--- config.mk ---
export PLATFORM = sky130hd
export DESIGN_NAME = hdx_serial_phy
export DESIGN_NICKNAME = d
export VERILOG_FILES = /design/src/rtl/phy_pkg.sv /design/src/rtl/phy_ctrl.sv /design/src/rtl/phy_datapath.sv /design/src/rtl/hdx_serial_phy.sv
export SDC_FILE = /design/constraint.sdc
export NUM_CORES = 1
export LEC_CHECK = 0
export BUFFER_PORTS_ARGS = -buffer_cell sky130_fd_sc_hd__buf_4
export CORE_ASPECT_RATIO = 1.2
export CORE_UTILIZATION = 40
export CTS_CLUSTER_DIAMETER = 120
export CTS_CLUSTER_SIZE = 16
export DETAILED_ROUTE_END_ITERATION = 16
export PLACE_DENSITY = 0.72
export SETUP_SLACK_MARGIN = 0.5
export SLEW_MARGIN = 15
export SYNTH_ARGS = -nofsm -noshare
export SYNTH_HDL_FRONTEND = slang
export SYNTH_SLANG_ARGS = --single-unit
--- constraint.sdc ---
create_clock -name clk -period 1.6 [get_ports clk]
set_clock_uncertainty 0.1 [all_clocks]
set_input_delay 0.16 -clock clk [delete_from_list [all_inputs] [get_ports clk]]
set_output_delay 0.16 -clock clk [all_outputs]
set_load 0.1 [all_outputs]
--- src/rtl/phy_pkg.sv ---
package phy_pkg;
  typedef enum logic [1:0] {
    REQ_NONE = 2'd0,
    REQ_SEND = 2'd1,
    REQ_BRK  = 2'd2,
    REQ_RECV = 2'd3
  } reqKind_t;

  typedef struct packed {
    logic latchByte;
    logic loadTx;
    logic loadBrk;
    logic loadRx;
    logic txStep;
    logic rxStep;
    logic rxLast;
  } phyStrobes_t;
endpackage

--- src/rtl/phy_ctrl.sv ---
module phy_ctrl
  import phy_pkg::*;
#(
  parameter int FRAME_W = 12,
  localparam int CNT_W = $clog2(FRAME_W + 1)
) (
  input  logic        clk,
  input  logic        rstN,
  input  logic        bitTick,
  input  logic        sendStb,
  input  logic        breakStb,
  input  logic        recvStb,
  input  logic        dataIn,
  output logic        linkClk,
  output logic        dataOe,
  output logic        busy,
  output phyStrobes_t stb
);
  reqKind_t   pending;
  reqKind_t   newReq;
  logic [CNT_W-1:0] bitCnt;
  logic       isTx;
  logic       launch;
  logic       riseEv;
  logic       fallEv;
  logic       hunting;

  assign busy    = (bitCnt != '0);
  assign riseEv  = bitTick && !linkClk;
  assign fallEv  = bitTick && linkClk;
  assign launch  = (pending != REQ_NONE) && !busy;
  assign hunting = (bitCnt == CNT_W'(FRAME_W));

  always_comb begin
    if (breakStb)     newReq = REQ_BRK;
    else if (sendStb) newReq = REQ_SEND;
    else if (recvStb) newReq = REQ_RECV;
    else              newReq = REQ_NONE;
  end

  always_comb begin
    stb.latchByte = (pending == REQ_NONE) && sendStb && !breakStb;
    stb.loadTx    = launch && (pending == REQ_SEND);
    stb.loadBrk   = launch && (pending == REQ_BRK);
    stb.loadRx    = launch && (pending == REQ_RECV);
    stb.txStep    = fallEv && isTx && busy;
    stb.rxStep    = riseEv && !isTx && busy && !(hunting && dataIn);
    stb.rxLast    = stb.rxStep && (bitCnt == CNT_W'(1));
  end

  always_ff @(posedge clk) begin
    if (!rstN) begin
      linkClk <= 1'b0;
      pending <= REQ_NONE;
      bitCnt  <= '0;
      isTx    <= 1'b0;
      dataOe  <= 1'b0;
    end else begin
      if (bitTick) linkClk <= !linkClk;
      if (launch)                  pending <= REQ_NONE;
      else if (pending == REQ_NONE) pending <= newReq;
      if (launch) begin
        bitCnt <= CNT_W'(FRAME_W);
        isTx   <= (pending != REQ_RECV);
        dataOe <= (pending != REQ_RECV);
      end else if (stb.txStep || stb.rxStep) begin
        bitCnt <= bitCnt - 1'b1;
      end
    end
  end
endmodule

--- src/rtl/phy_datapath.sv ---
module phy_datapath
  import phy_pkg::*;
#(
  parameter int DATA_W  = 8,
  parameter int FRAME_W = DATA_W + 4
) (
  input  logic              clk,
  input  logic              rstN,
  input  phyStrobes_t       stb,
  input  logic [DATA_W-1:0] sendByte,
  input  logic              dataIn,
  output logic              dataOut,
  output logic [DATA_W-1:0] rxByte,
  output logic              rxValid
);
  logic [DATA_W-1:0]  holdByte;
  logic [FRAME_W-1:0] shiftReg;
  logic [FRAME_W-1:0] txFrame;
  logic [FRAME_W-1:0] rxNext;

  assign txFrame = {2'b11, ^holdByte, holdByte, 1'b0};
  assign rxNext  = {1'b0, dataIn, shiftReg[FRAME_W-2:1]};

  always_ff @(posedge clk) begin
    if (!rstN) begin
      holdByte <= '0;
      shiftReg <= '0;
      dataOut  <= 1'b1;
      rxByte   <= '0;
      rxValid  <= 1'b0;
    end else begin
      rxValid <= stb.rxLast;
      if (stb.latchByte) holdByte <= sendByte;
      if (stb.loadTx) begin
        shiftReg <= txFrame;
        dataOut  <= 1'b1;
      end else if (stb.loadBrk) begin
        shiftReg <= '1;
        dataOut  <= 1'b1;
      end else if (stb.loadRx) begin
        shiftReg <= '0;
      end else if (stb.txStep) begin
        dataOut  <= shiftReg[0];
        shiftReg <= shiftReg >> 1;
      end else if (stb.rxStep) begin
        shiftReg <= rxNext;
        if (stb.rxLast) rxByte <= rxNext[DATA_W-1:0];
      end
    end
  end
endmodule

--- src/rtl/hdx_serial_phy.sv ---
module hdx_serial_phy
  import phy_pkg::*;
#(
  parameter int DATA_W = 8,
  localparam int FRAME_W = DATA_W + 4
) (
  input  logic              clk,
  input  logic              rstN,
  input  logic              bitTick,
  input  logic [DATA_W-1:0] sendByte,
  input  logic              sendStb,
  input  logic              breakStb,
  input  logic              recvStb,
  input  logic              dataIn,
  output logic              linkClk,
  output logic              dataOut,
  output logic              dataOe,
  output logic [DATA_W-1:0] rxByte,
  output logic              rxValid,
  output logic              busy
);
  phyStrobes_t stb;

  phy_ctrl #(.FRAME_W(FRAME_W)) u_ctrl (
    .clk(clk), .rstN(rstN), .bitTick(bitTick), .sendStb(sendStb),
    .breakStb(breakStb), .recvStb(recvStb), .dataIn(dataIn),
    .linkClk(linkClk), .dataOe(dataOe), .busy(busy), .stb(stb)
  );

  phy_datapath #(.DATA_W(DATA_W), .FRAME_W(FRAME_W)) u_dp (
    .clk(clk), .rstN(rstN), .stb(stb), .sendByte(sendByte), .dataIn(dataIn),
    .dataOut(dataOut), .rxByte(rxByte), .rxValid(rxValid)
  );
endmodule

==> run summary, run 1 <==
Status -> complete, but fails checks
Failing checks -> negative setup slack
Total Power -> 6.15 mW
Port bufs -> 27
Antenna Cells -> 0
Clock share of power -> 0.112
Initial core utilization -> 0.424
Core Footprint -> 4040 sq um
Max-slew violations -> 0
Worst skew pair latency -> 290 ps
MaxCap Viol Count -> 0
Drt total wl -> 5350 um
DRC viols -> 0
YS warnings -> 0
Worst EP required -> 1710 ps
Worst setup SP type -> flop
Antenna-violating nets left -> 0
Syn nets -> 215
DIE HEIGHT -> 73.7 um
Mapped Cells -> 198
Buffers and inverters on the worst path -> 3
Routing usage on met2 -> 0.405
Detailed-placement wirelength estimate -> 2950 um
CP Cell Sequence -> inv_2 > ha_4 > nand4_1 > buf_4 > o2111ai_4 > buf_4 > nand2_4 > a211oi_1
Fmax achieved -> 0.504 GHz
Synth cell count leaders -> dfxtp_1, nor2_1, nand2_1
PwrDens -> 2040 nW/um^2
Final net count -> 292
Min Tclk post-route -> 1980 ps
Antenna violations before repair -> 0
Setup WS post-layout -> -383 ps
Met1 global-route usage -> 0.263
Post-synthesis async set-or-reset flop share -> 0
Vias per inst -> 5.36
Synth area leaders -> dfxtp_1, nor2_1, a21oi_1, xnor2_1, nand2_1
H-tree depth -> 2
Placer Congestion -> 0.835
Layout cells sized above 1 -> 0.594
Clock tree sinks -> 38
Via count -> 1,769
Peak VDD IR -> 1.12 mV
Total gr overflow -> 0
Die area -> 4550 sq um
Fillcell total -> 256
Unrepaired setup endpoints after global routing -> yes
Worst r2r src -> u_ctrl.bitCnt[0]
Family with the most delay on the worst path -> buffers and inverters
Finish-stage setup viols -> 28
Crit path capture type -> flop
Hold Startpoint -> rstN
Area leader, netlist -> dfxtp_1
Share of the synthesized area in the top cell type -> 0.444
Via count of the first global-routing pass -> 1,621
Rel. slew slack -> 0.707
Post-synthesis sequential area ratio -> 0.444
Crit-path slowest cell -> dfxtp_2
Final core occ -> 0.749
CTS tree -> done
Starting DRC count in detailed routing -> 79
Measured slew at the worst slew-check pin -> 439 ps
First drt pass iteration count -> 4
First-pass GRT wire length -> 7560 um
Primary FF master, synth -> dfxtp_1
Area Overhead vs Synth -> 76.5%
Comb pwr share -> 0.655
Crit path max fanout -> 5
Synthesized flop and latch total -> 38
Pleak -> 1.22 nW
Clock transition at path regs -> 70 ps
Cell Area, Synth -> 1710 sq um
Final Cycle Share -> 1.24
Mapped Avg Cell Area -> 8.65 sq um
Kind of critical path -> flop to flop
Final Hold Fails -> 0
Die X -> 61.7 um
Largest net degree at the start of global routing -> 29
CP max stage delay -> 340 ps
Hold crit path type -> input pin to flop
WL/cell -> 16.2 um
Synth unique cells -> 38
Crit path from -> u_ctrl.bitCnt[0]
Top Ports -> 28
CTS Root Cell -> clkbuf_8
Reg power frac -> 0.233
CTS buffer count -> 5
Clock buffer depth -> 2
Most used cell, CP -> buf_4
GR peak layer -> met2
Total GRT Usage -> 0.230
Post-synth EDFFs -> 0
Internal power -> 3.63 mW
Net load switching power -> 2.53 mW
Rows -> 25
Switch share -> 0.410
Met3 usage -> 0.0493
Crit path DAT -> 2090 ps
Count leader, synth -> dfxtp_1
## metal layers
layer,wire [um],vias to the layer above
li1,-,847
met1,2110,856
met2,2930,52
met3,178,14
met4,125,0
met5,0,-
## path summary, 6_finish.rpt
kind / endpoint / slack, ps / depth (start not counted)
worst max register to register: u_dp.shiftReg[7] / -380 / 8
worst max-delay path: u_dp.shiftReg[7] / -380 / 8
worst min-delay path: u_dp.dataOut / 2 / 2
worst min register to register: u_dp.holdByte[0] / 390 / 2
## power groups by stage
stage          registers [mW]  clock network, mW  logic [mW]
2_1_floorplan            1.46                  0        1.58
4_1_cts                  1.41              0.697        3.24
5_1_grt                  1.45              0.741        4.26
3_3_place_gp             1.38                  0        2.42
6_report                 1.43              0.691        4.03
3_5_place_dp             1.38                  0        2.50
## placed cells by master, fill, tap and decap left out, types with 2 or more instances in the layout
cell type      synthesis  layout
buf_4                  1      43
dfxtp_1               38      22
nor2_1                31      20
buf_6                  1      16
buf_12                 0      15
a21oi_1               19      12
dfxtp_2                0      12
nand2_1               22      11
xnor2_1               10      10
nand2_2                1       9
nor2_2                 0       8
mux2i_1                8       8
a21oi_2                1       7
nor3_2                 0       6
clkbuf_8               0       6
o21ai_1                1       5
inv_1                  7       4
nor4_2                 2       4
dfxtp_4                0       4
inv_2                  0       3
nor3_4                 0       3
nand3_1                4       3
nor2_4                 0       3
o21ai_0                9       3
a211oi_2               1       3
and3_4                 0       2
a21oi_4                1       2
nand2_4                0       2
a31oi_1                2       2
dlygate4sd3_1          0       2
## stage by stage
step / worst slack, ps / area (sq um) / setup TNS, ps / std cells / hold slack, ps
after floorplan: -225 / 1810 / -2980 / 198 / 129
after global placement: -144 / 2230 / -2270 / 294 / 268
after detailed placement: -252 / 2230 / -2990 / 294 / 272
after CTS: -218 / 2740 / -2300 / 309 / 2.25
after global routing: -480 / 3020 / -9680 / 330 / 5.16
final: -383 / 3020 / -6210 / 330 / 1.89
## registers in the layout, summed over array words and instances, names as in the netlist
| name | cells |
|---|---|
| u_ctrl.pending | 2 |
| u_ctrl.linkClk | 1 |
| u_ctrl.bitCnt | 4 |
| u_dp.rxValid | 1 |
| u_ctrl.dataOe | 1 |
| u_dp.shiftReg | 12 |
| u_dp.dataOut | 1 |
| u_dp.rxByte | 8 |
| u_dp.holdByte | 8 |
## cells by family (layout without fill, tap and decap cells)
| logic type | Yosys count | count (layout) | share of synthesized area |
|---|---|---|---|
| AOI/OAI and AO/OA | 45 | 45 | 0.175 |
| xor gates and xnor gates | 10 | 10 | 0.0511 |
| buffers and inverters | 15 | 93 | 0.0409 |
| adders and majority gates | 2 | 2 | 0.0146 |
| DFF | 38 | 38 | 0.444 |
| muxes | 8 | 8 | 0.0468 |
| and+or+nand+nor | 80 | 80 | 0.227 |
## final cells by class
type / count / area (sq um) / area share
Timing Repair Buffer: 77 / 838 / 0.277
Clock buffer: 6 / 82.6 / 0.0273
Tap cell: 54 / 67.6 / 0.0224
Inverter: 8 / 56.3 / 0.0186
Clock inverter: 2 / 12.5 / 0.00414
Multi-Input combinational cell: 145 / 1170 / 0.389
Sequential cell: 38 / 791 / 0.262
## timing repair
item | CTS | global route
endpoints found under the setup margin | 50 | 50
hold buffers | 0 | 2
endpoints found under the hold margin | 0 | 2
resized for setup | 95 | 29
pin swaps | 22 | 13
setup buffers | 7 | 19
Note: power is estimated with default switching activity, not from simulation.
==> run 2, diff against run 1 <==
--- a/config.mk
+++ b/config.mk
@@ -6,12 +6,14 @@
 export NUM_CORES = 1
 export LEC_CHECK = 0
 export BUFFER_PORTS_ARGS = -buffer_cell sky130_fd_sc_hd__buf_4
+export CELL_PAD_IN_SITES_DETAIL_PLACEMENT = 1
+export CELL_PAD_IN_SITES_GLOBAL_PLACEMENT = 1
 export CORE_ASPECT_RATIO = 1.2
-export CORE_UTILIZATION = 40
+export CORE_UTILIZATION = 37
 export CTS_CLUSTER_DIAMETER = 120
 export CTS_CLUSTER_SIZE = 16
 export DETAILED_ROUTE_END_ITERATION = 16
-export PLACE_DENSITY = 0.72
+export PLACE_DENSITY_LB_ADDON = 0.1
 export SETUP_SLACK_MARGIN = 0.5
 export SLEW_MARGIN = 15
 export SYNTH_ARGS = -nofsm -noshare
==> constraint.sdc (replaced) <==
create_clock -name clk -period 1.6 [get_ports clk]
set_clock_uncertainty 0.1 [all_clocks]
set_input_delay 0.16 -clock clk [delete_from_list [all_inputs] [get_ports clk]]
set_output_delay 0.16 -clock clk [all_outputs]
set_load 0.01 [all_outputs]
==> run summary, run 2 (synthesis gave the netlist of run 1 again) <==
Status -> complete, but fails checks
Failing checks -> negative hold slack, negative setup slack
Crit path from -> u_ctrl.bitCnt[1]
Pleak -> 1.30 nW (+6.8%)
Final core occ -> 0.733 (-0.0158)
Hold crit path type -> input pin to flop
DRC viols -> 0 (unchanged)
Crit path max fanout -> 4 (-1)
Reg power frac -> 0.219 (-0.014)
Drt total wl -> 8890 um (+66%)
Final Cycle Share -> 1.29 (+0.0471)
Rows -> 26 (+4.0%)
Max-slew violations -> 0 (unchanged)
Placer Congestion -> 0.884 (+5.9%)
Die area -> 4910 sq um (+7.9%)
Core Footprint -> 4360 sq um (+8.0%)
Vias per inst -> 5.78 (+7.8%)
Top Ports -> 28 (unchanged)
Die X -> 64.1 um (+3.8%)
Smallest hold slack -> -11.9 ps (-13.8 ps)
Total Neg Setup Slack -> -9960 ps (-3750 ps)
Worst setup SP type -> flop
CTS Root Cell -> clkbuf_8
DIE HEIGHT -> 76.5 um (+3.9%)
H-tree depth -> 2 (unchanged)
Internal power -> 3.96 mW (+9.1%)
Final net count -> 307 (+5.1%)
WL/cell -> 25.6 um (+58%)
Commonest non-fill, non-tap cell in the layout -> buf_4
Min Tclk post-route -> 2060 ps (+75.4 ps)
Measured slew at the worst slew-check pin -> 497 ps (+57.9 ps)
Final Hold Fails -> 1 (+1)
Fillcell total -> 427 (+67%)
DP Area -> 2200 sq um (-1.4%)
Antenna Cells -> 0 (unchanged)
Crit path capture type -> flop
Top flop regs -> u_dp.shiftReg: 12 flops, u_dp.holdByte: 8 flops, u_dp.rxByte: 8 flops
Worst EP required -> 1700 ps (about the same)
Total gr overflow -> 0 (unchanged)
Crit path DAT -> 2160 ps (+70 ps)
Peak VDD IR -> 1.34 mV (+19%)
Total Power -> 6.85 mW (+11%)
PwrDens -> 2140 nW/um^2 (+5.3%)
Via count -> 2,005 (+13%)
Antenna violations before repair -> 0 (unchanged)
Kind of critical path -> flop to flop
Finished Cell Area -> 3200 sq um (+5.8%)
Largest net degree at the start of global routing -> 17 (-41%)
Via count of the first global-routing pass -> 2,077 (+28%)
End point of the critical path -> u_dp.rxByte[4]
Finish-stage setup viols -> 30 (+7.1%)
Comb pwr share -> 0.624 (-0.031)
Worst skew pair latency -> 320 ps (+30 ps)
R2r endpoint -> u_dp.rxByte[4]
Detailed-placement wirelength estimate -> 3680 um (+25%)
First drt pass iteration count -> 4 (unchanged)
Setup WS post-layout -> -459 ps (-75.3 ps)
Worst R2R Setup Slack -> -460 ps (-80 ps)
Port bufs -> 27 (unchanged)
CTS tree -> done
Switch share -> 0.422 (+0.0120)
Area Overhead vs Synth -> 86.6%
Rel. slew slack -> 0.668 (-0.0384)
CTS buffer count -> 5 (unchanged)
Total GRT Usage -> 0.297 (+0.0669)
Clock transition at path regs -> 90 ps (+20 ps)
First-pass GRT wire length -> 10,800 um (+43%)
Top reg by flops -> u_dp.shiftReg
MaxCap Viol Count -> 0 (unchanged)
Most frequent cells in the layout -> buf_4, dfxtp_1, buf_6
Worst r2r src -> u_ctrl.bitCnt[1]
Net load switching power -> 2.89 mW (+15%)
Clock tree sinks -> 38 (unchanged)
Layout cells sized above 1 -> 0.660 (+0.0656)
Fmax achieved -> 0.486 GHz (-3.7%)
Unrepaired setup endpoints after global routing -> yes
Clock share of power -> 0.157 (+0.045)
Max reg flops -> 12 (unchanged)
Initial core utilization -> 0.393 (-0.0316)
Starting DRC count in detailed routing -> 116 (+47%)
Clock buffer depth -> 2 (unchanged)
Worst Reg-to-Reg Cells -> 9 (+1)
Antenna-violating nets left -> 0 (unchanged)
run 2: how the worst min path moves through the flow:
| stage | start | endpoint | slack (ps) | cells after the start |
|---|---|---|---|---|
| 3_5_place_dp | rstN | u_dp.dataOut | 290 | 2 |
| 2_1_floorplan | rstN | u_dp.dataOut | 120 | 1 |
| 3_3_place_gp | rstN | u_dp.dataOut | 280 | 2 |
| 4_1_cts | sendByte[5] | u_dp.holdByte[5] | 4 | 3 |
| 5_1_grt | sendByte[3] | u_dp.holdByte[3] | 5 | 3 |
| 6_report | sendByte[4] | u_dp.holdByte[4] | -10 | 3 |
run 2: timing repair:
action                     CTS  global route
hold endpoints to repair     2             4
resized for setup           71            68
gates cloned                 2             0
buffers inserted            17            12
pin swaps                   26            24
setup endpoints to repair   40            42
hold buffers                 2             4
run 2: through the flow:
| step | hold WS, ps | setup WS [ps] | std cells |
|---|---|---|---|
| after detailed placement | 286 | -253 | 302 |
| after CTS | 3.53 | -208 | 331 |
| after global placement | 279 | -195 | 302 |
| after floorplan | 122 | -97.9 | 198 |
| after global routing | 4.52 | -516 | 347 |
| final | -11.9 | -459 | 347 |
run 2: power groups by stage:
stage          registers (mW)  logic (mW)  clock network [mW]
3_3_place_gp             1.37        2.04                   0
6_report                 1.50        4.27                1.08
3_5_place_dp             1.38        2.12                   0
4_1_cts                  1.41        3.01                1.05
5_1_grt                  1.50        4.45                1.12
2_1_floorplan            1.33        1.27                   0
run 2: layout make-up:
| class | count | area [sq um] | area share |
|---|---|---|---|
| multi-input cells | 147 | 1360 | 0.424 |
| repair buffers | 90 | 812 | 0.254 |
| flip-flops and latches | 38 | 778 | 0.243 |
| clock buffers | 6 | 82.6 | 0.0258 |
| well taps | 56 | 70.1 | 0.0219 |
| clock inverters | 2 | 60.1 | 0.0188 |
| inverters | 8 | 37.5 | 0.0117 |
run 2: critical path, stage by stage (launching register included):
cell and delay, ps:
dfxtp_2 360, inv_2 60, ha_4 170, buf_4 130, buf_6 110, nor4b_2 290
buf_4 230, nand2_4 90, mux2i_1 290, nor2_1 110
run 2: routing by layer:
layer	global-route usage	up-vias	share of wire
met4	0.131	0	0.054
met5	0	-	0
met2	0.553	84	0.52
met3	0.0704	38	0.039
met1	0.308	1000	0.39
li1	-	883	-
==> run 3, diff against run 2 <==
--- a/config.mk
+++ b/config.mk
@@ -9,7 +9,7 @@
 export CELL_PAD_IN_SITES_DETAIL_PLACEMENT = 1
 export CELL_PAD_IN_SITES_GLOBAL_PLACEMENT = 1
 export CORE_ASPECT_RATIO = 1.2
-export CORE_UTILIZATION = 37
+export CORE_UTILIZATION = 38
 export CTS_CLUSTER_DIAMETER = 120
 export CTS_CLUSTER_SIZE = 16
 export DETAILED_ROUTE_END_ITERATION = 16
@@ -18,4 +18,5 @@
 export SLEW_MARGIN = 15
 export SYNTH_ARGS = -nofsm -noshare
 export SYNTH_HDL_FRONTEND = slang
+export SYNTH_HIERARCHICAL = 1
 export SYNTH_SLANG_ARGS = --single-unit
==> run summary, run 3 <==
Die area -> 5070 sq um (+3.3%)
Finish-stage setup viols -> 30 (unchanged)
Post-synthesis sequential area ratio -> 0.418 (-0.0260)
Worst EP required -> 1690 ps (about the same)
YS warnings -> 6 (+6)
CTS buffer count -> 5 (unchanged)
CP Cell Sequence -> inv_2 > ha_4 > and2_4 > clkinv_4 > nor3b_1 > or2_1 > buf_6 > nor4_4 > buf_12 > mux2i_2 > nor2b_1
Measured slew at the worst slew-check pin -> 380 ps (-117 ps)
Net load switching power -> 1.74 mW (-40%)
Clock transition at path regs -> 80 ps (about the same)
Max reg flops -> 12 (unchanged)
Clock share of power -> 0.156 (about the same)
Area Overhead vs Synth -> 49.6%
Primary FF master, synth -> dfxtp_1
Cell Area, Synth -> 1820 sq um (+6.2%)
Crit path max fanout -> 13 (+9)
Worst R2R Setup Slack -> -540 ps (-80 ps)
Synth cell count leaders -> dfxtp_1, nor2b_1, mux2i_1
Kind of critical path -> flop to flop
Setup WS post-layout -> -539 ps (-80.3 ps)
Worst Reg-to-Reg Cells -> 11 (+2)
Crit path capture type -> flop
Buffers and inverters on the worst path -> 4 (unchanged)
Via count -> 1,703 (-15%)
Comb pwr share -> 0.547 (-0.077)
Starting DRC count in detailed routing -> 33 (-72%)
Pleak -> 1.09 nW (-16%)
Top flop regs -> u_dp/shiftReg: 12 flops, u_dp/holdByte: 8 flops, u_dp/rxByte: 8 flops
Crit path from -> u_ctrl/bitCnt[1]
Detailed-placement wirelength estimate -> 3760 um (+2.2%)
CTS Root Cell -> clkbuf_8
Total gr overflow -> 0 (unchanged)
Reg power frac -> 0.297 (+0.078)
Vias per inst -> 5.24 (-9.3%)
Fmax achieved -> 0.467 GHz (-3.8%)
Unrepaired setup endpoints after global routing -> yes
Mapped Avg Cell Area -> 9.33 sq um (+7.8%)
Worst skew pair latency -> 300 ps (-20 ps)
Status -> complete, but fails checks
Share of the synthesized area in the top cell type -> 0.418 (-0.0260)
Layout cells sized above 1 -> 0.457 (-0.203)
Worst setup SP type -> flop
Critical path depth -> 11 (+2)
Synth area leaders -> dfxtp_1, mux2i_1, nor2b_1, o221ai_1, xnor2_1
First drt pass iteration count -> 5 (+1)
Core Footprint -> 4590 sq um (+5.4%)
First-pass GRT wire length -> 8540 um (-21%)
R2r endpoint -> u_dp/rxByte[0]
Post-synth EDFFs -> 0 (unchanged)
End point of the critical path -> u_dp/rxByte[0]
Rel. slew slack -> 0.746 (+0.0777)
Min Tclk post-route -> 2140 ps (+80.3 ps)
Internal power -> 2.80 mW (-29%)
MaxCap Viol Count -> 0 (unchanged)
Top Ports -> 28 (unchanged)
Family with the most delay on the worst path -> simple AND/OR/NAND/NOR gates
CTS tree -> done
Dpl cells -> 303 (+0.33%)
Crit path DAT -> 2220 ps (+60 ps)
Fillcell total -> 529 (+24%)
Worst slack, placed -> -549 ps (-296 ps)
Initial core utilization -> 0.396 (+0.00303)
Placer Congestion -> 0.836 (-5.5%)
Mapped Cells -> 195 (-1.5%)
Antenna-violating nets left -> 0 (unchanged)
Syn nets -> 212 (-1.4%)
Antenna violations before repair -> 0 (unchanged)
Drt total wl -> 5360 um (-40%)
H-tree depth -> 2 (unchanged)
Via count of the first global-routing pass -> 1,811 (-13%)
Worst r2r src -> u_ctrl/bitCnt[1]
Antenna Cells -> 0 (unchanged)
Top reg by flops -> u_dp/shiftReg
Post-synthesis async set-or-reset flop share -> 0 (unchanged)
Peak VDD IR -> 1.15 mV (-14%)
Final Hold Fails -> 0 (-1)
PwrDens -> 1670 nW/um^2 (-22%)
Clock buffer depth -> 2 (unchanged)
Area leader, netlist -> dfxtp_1
Port bufs -> 27 (unchanged)
Final net count -> 283 (-7.8%)
DRC viols -> 0 (unchanged)
Failing checks -> negative setup slack
DIE HEIGHT -> 77.8 um (+1.6%)
Switch share -> 0.384 (-0.0389)
Clock tree sinks -> 38 (unchanged)
Synthesized flop and latch total -> 38 (unchanged)
Die X -> 65.2 um (+1.6%)
Hold crit path type -> input pin to flop
Max-slew violations -> 0 (unchanged)
Largest net degree at the start of global routing -> 33 (+16)
Final std cells w/o fill -> 325 (-6.3%)
Rows -> 27 (+3.8%)
Synth unique cells -> 38 (unchanged)
Crit-path slowest cell -> nor3b_1
Commonest non-fill, non-tap cell in the layout -> buf_4
WL/cell -> 16.5 um (-36%)
CP max stage delay -> 340 ps (-20 ps)
Count leader, synth -> dfxtp_1
Total GRT Usage -> 0.221 (-0.0764)
Final Cycle Share -> 1.34 (+0.0502)
Most frequent cells in the layout -> buf_4, dfxtp_1, nor2b_1
run 3: cell count changes after synthesis, moves of 7 or more:
cell / before / now
nand2_1: 22 / 11
o221ai_1: 0 / 8
a21boi_1: 0 / 8
nor2_1: 31 / 14
o21ai_0: 9 / 2
a21oi_1: 19 / 8
mux2i_1: 8 / 17
nor2b_1: 0 / 25
run 3: cell families (layout without fill, tap and decap cells):
logic type / after synthesis / in the layout / synth area share
DFF: 38 / 38 / 0.418
AOI/OAI and AO/OA: 37 / 37 / 0.144
and+or+nand+nor: 78 / 78 / 0.254
adders and majority gates: 2 / 2 / 0.0138
muxes: 17 / 17 / 0.0935
buffers and inverters: 15 / 87 / 0.0378
xor gates and xnor gates: 8 / 8 / 0.0385
run 3: area by class of cell:
type / instances / area, sq um / share of cell area
inverter: 6 / 27.5 / 0.0101
multi-input combinational: 142 / 1150 / 0.421
timing repair buffer: 73 / 609 / 0.224
clock buffer: 6 / 82.6 / 0.0303
sequential: 38 / 771 / 0.283
clock inverter: 2 / 12.5 / 0.00460
tap: 58 / 72.6 / 0.0267
run 3: worst min-delay path by stage:
stage,start,endpoint,slack [ps],cells after the start
4_1_cts,sendByte[1],u_dp/holdByte[1],20,3
2_1_floorplan,bitTick,u_ctrl/linkClk,200,2
5_1_grt,sendByte[1],u_dp/holdByte[1],40,3
3_5_place_dp,sendByte[1],u_dp/holdByte[1],330,3
3_3_place_gp,sendByte[1],u_dp/holdByte[1],320,3
6_report,sendByte[1],u_dp/holdByte[1],30,3
run 3: repair_timing:
item                                   4_1_cts  5_1_grt
hold buffers                                 0        0
endpoints found under the hold margin        0        0
gates resized for setup                     34        9
pin swaps                                   13        3
buffers inserted                             8        6
setup endpoints to repair                   40       40
run 3: stage by stage:
stage | utilization | hold slack, ps | cell area, sq um | setup TNS (ps) | power, mW
6_report | 0.592 | 25.1 | 2720 | -11100 | 4.54
5_1_grt | 0.592 | 43.6 | 2720 | -14080 | 4.81
4_1_cts | 0.577 | 15.4 | 2650 | -9270 | 4.44
3_5_place_dp | 0.513 | 326 | 2350 | -9920 | 3.27
3_3_place_gp | 0.513 | 320 | 2350 | -8450 | 3.17
2_1_floorplan | - | 197 | 1890 | -11190 | 2.55
run 3: power groups by stage:
stage               Combinational, mW  Sequential [mW]  Clock [mW]
floorplan                        1.22             1.33           0
global placement                 1.83             1.34           0
detailed placement               1.92             1.35           0
CTS                              2.37             1.34       0.722
global route                     2.66             1.38       0.769
finish                           2.48             1.35       0.709
run 3: layer usage:
layer / wire [um] / track usage
met5: 0 / 0
met3: 102 / 0.0441
met4: 67 / 0.0457
met2: 3220 / 0.453
met1: 1970 / 0.216
run 3: worst min-delay path, cell delays in order:
cell and delay [ps]:
buf_4 70, mux2i_1 50, nor2b_1 90
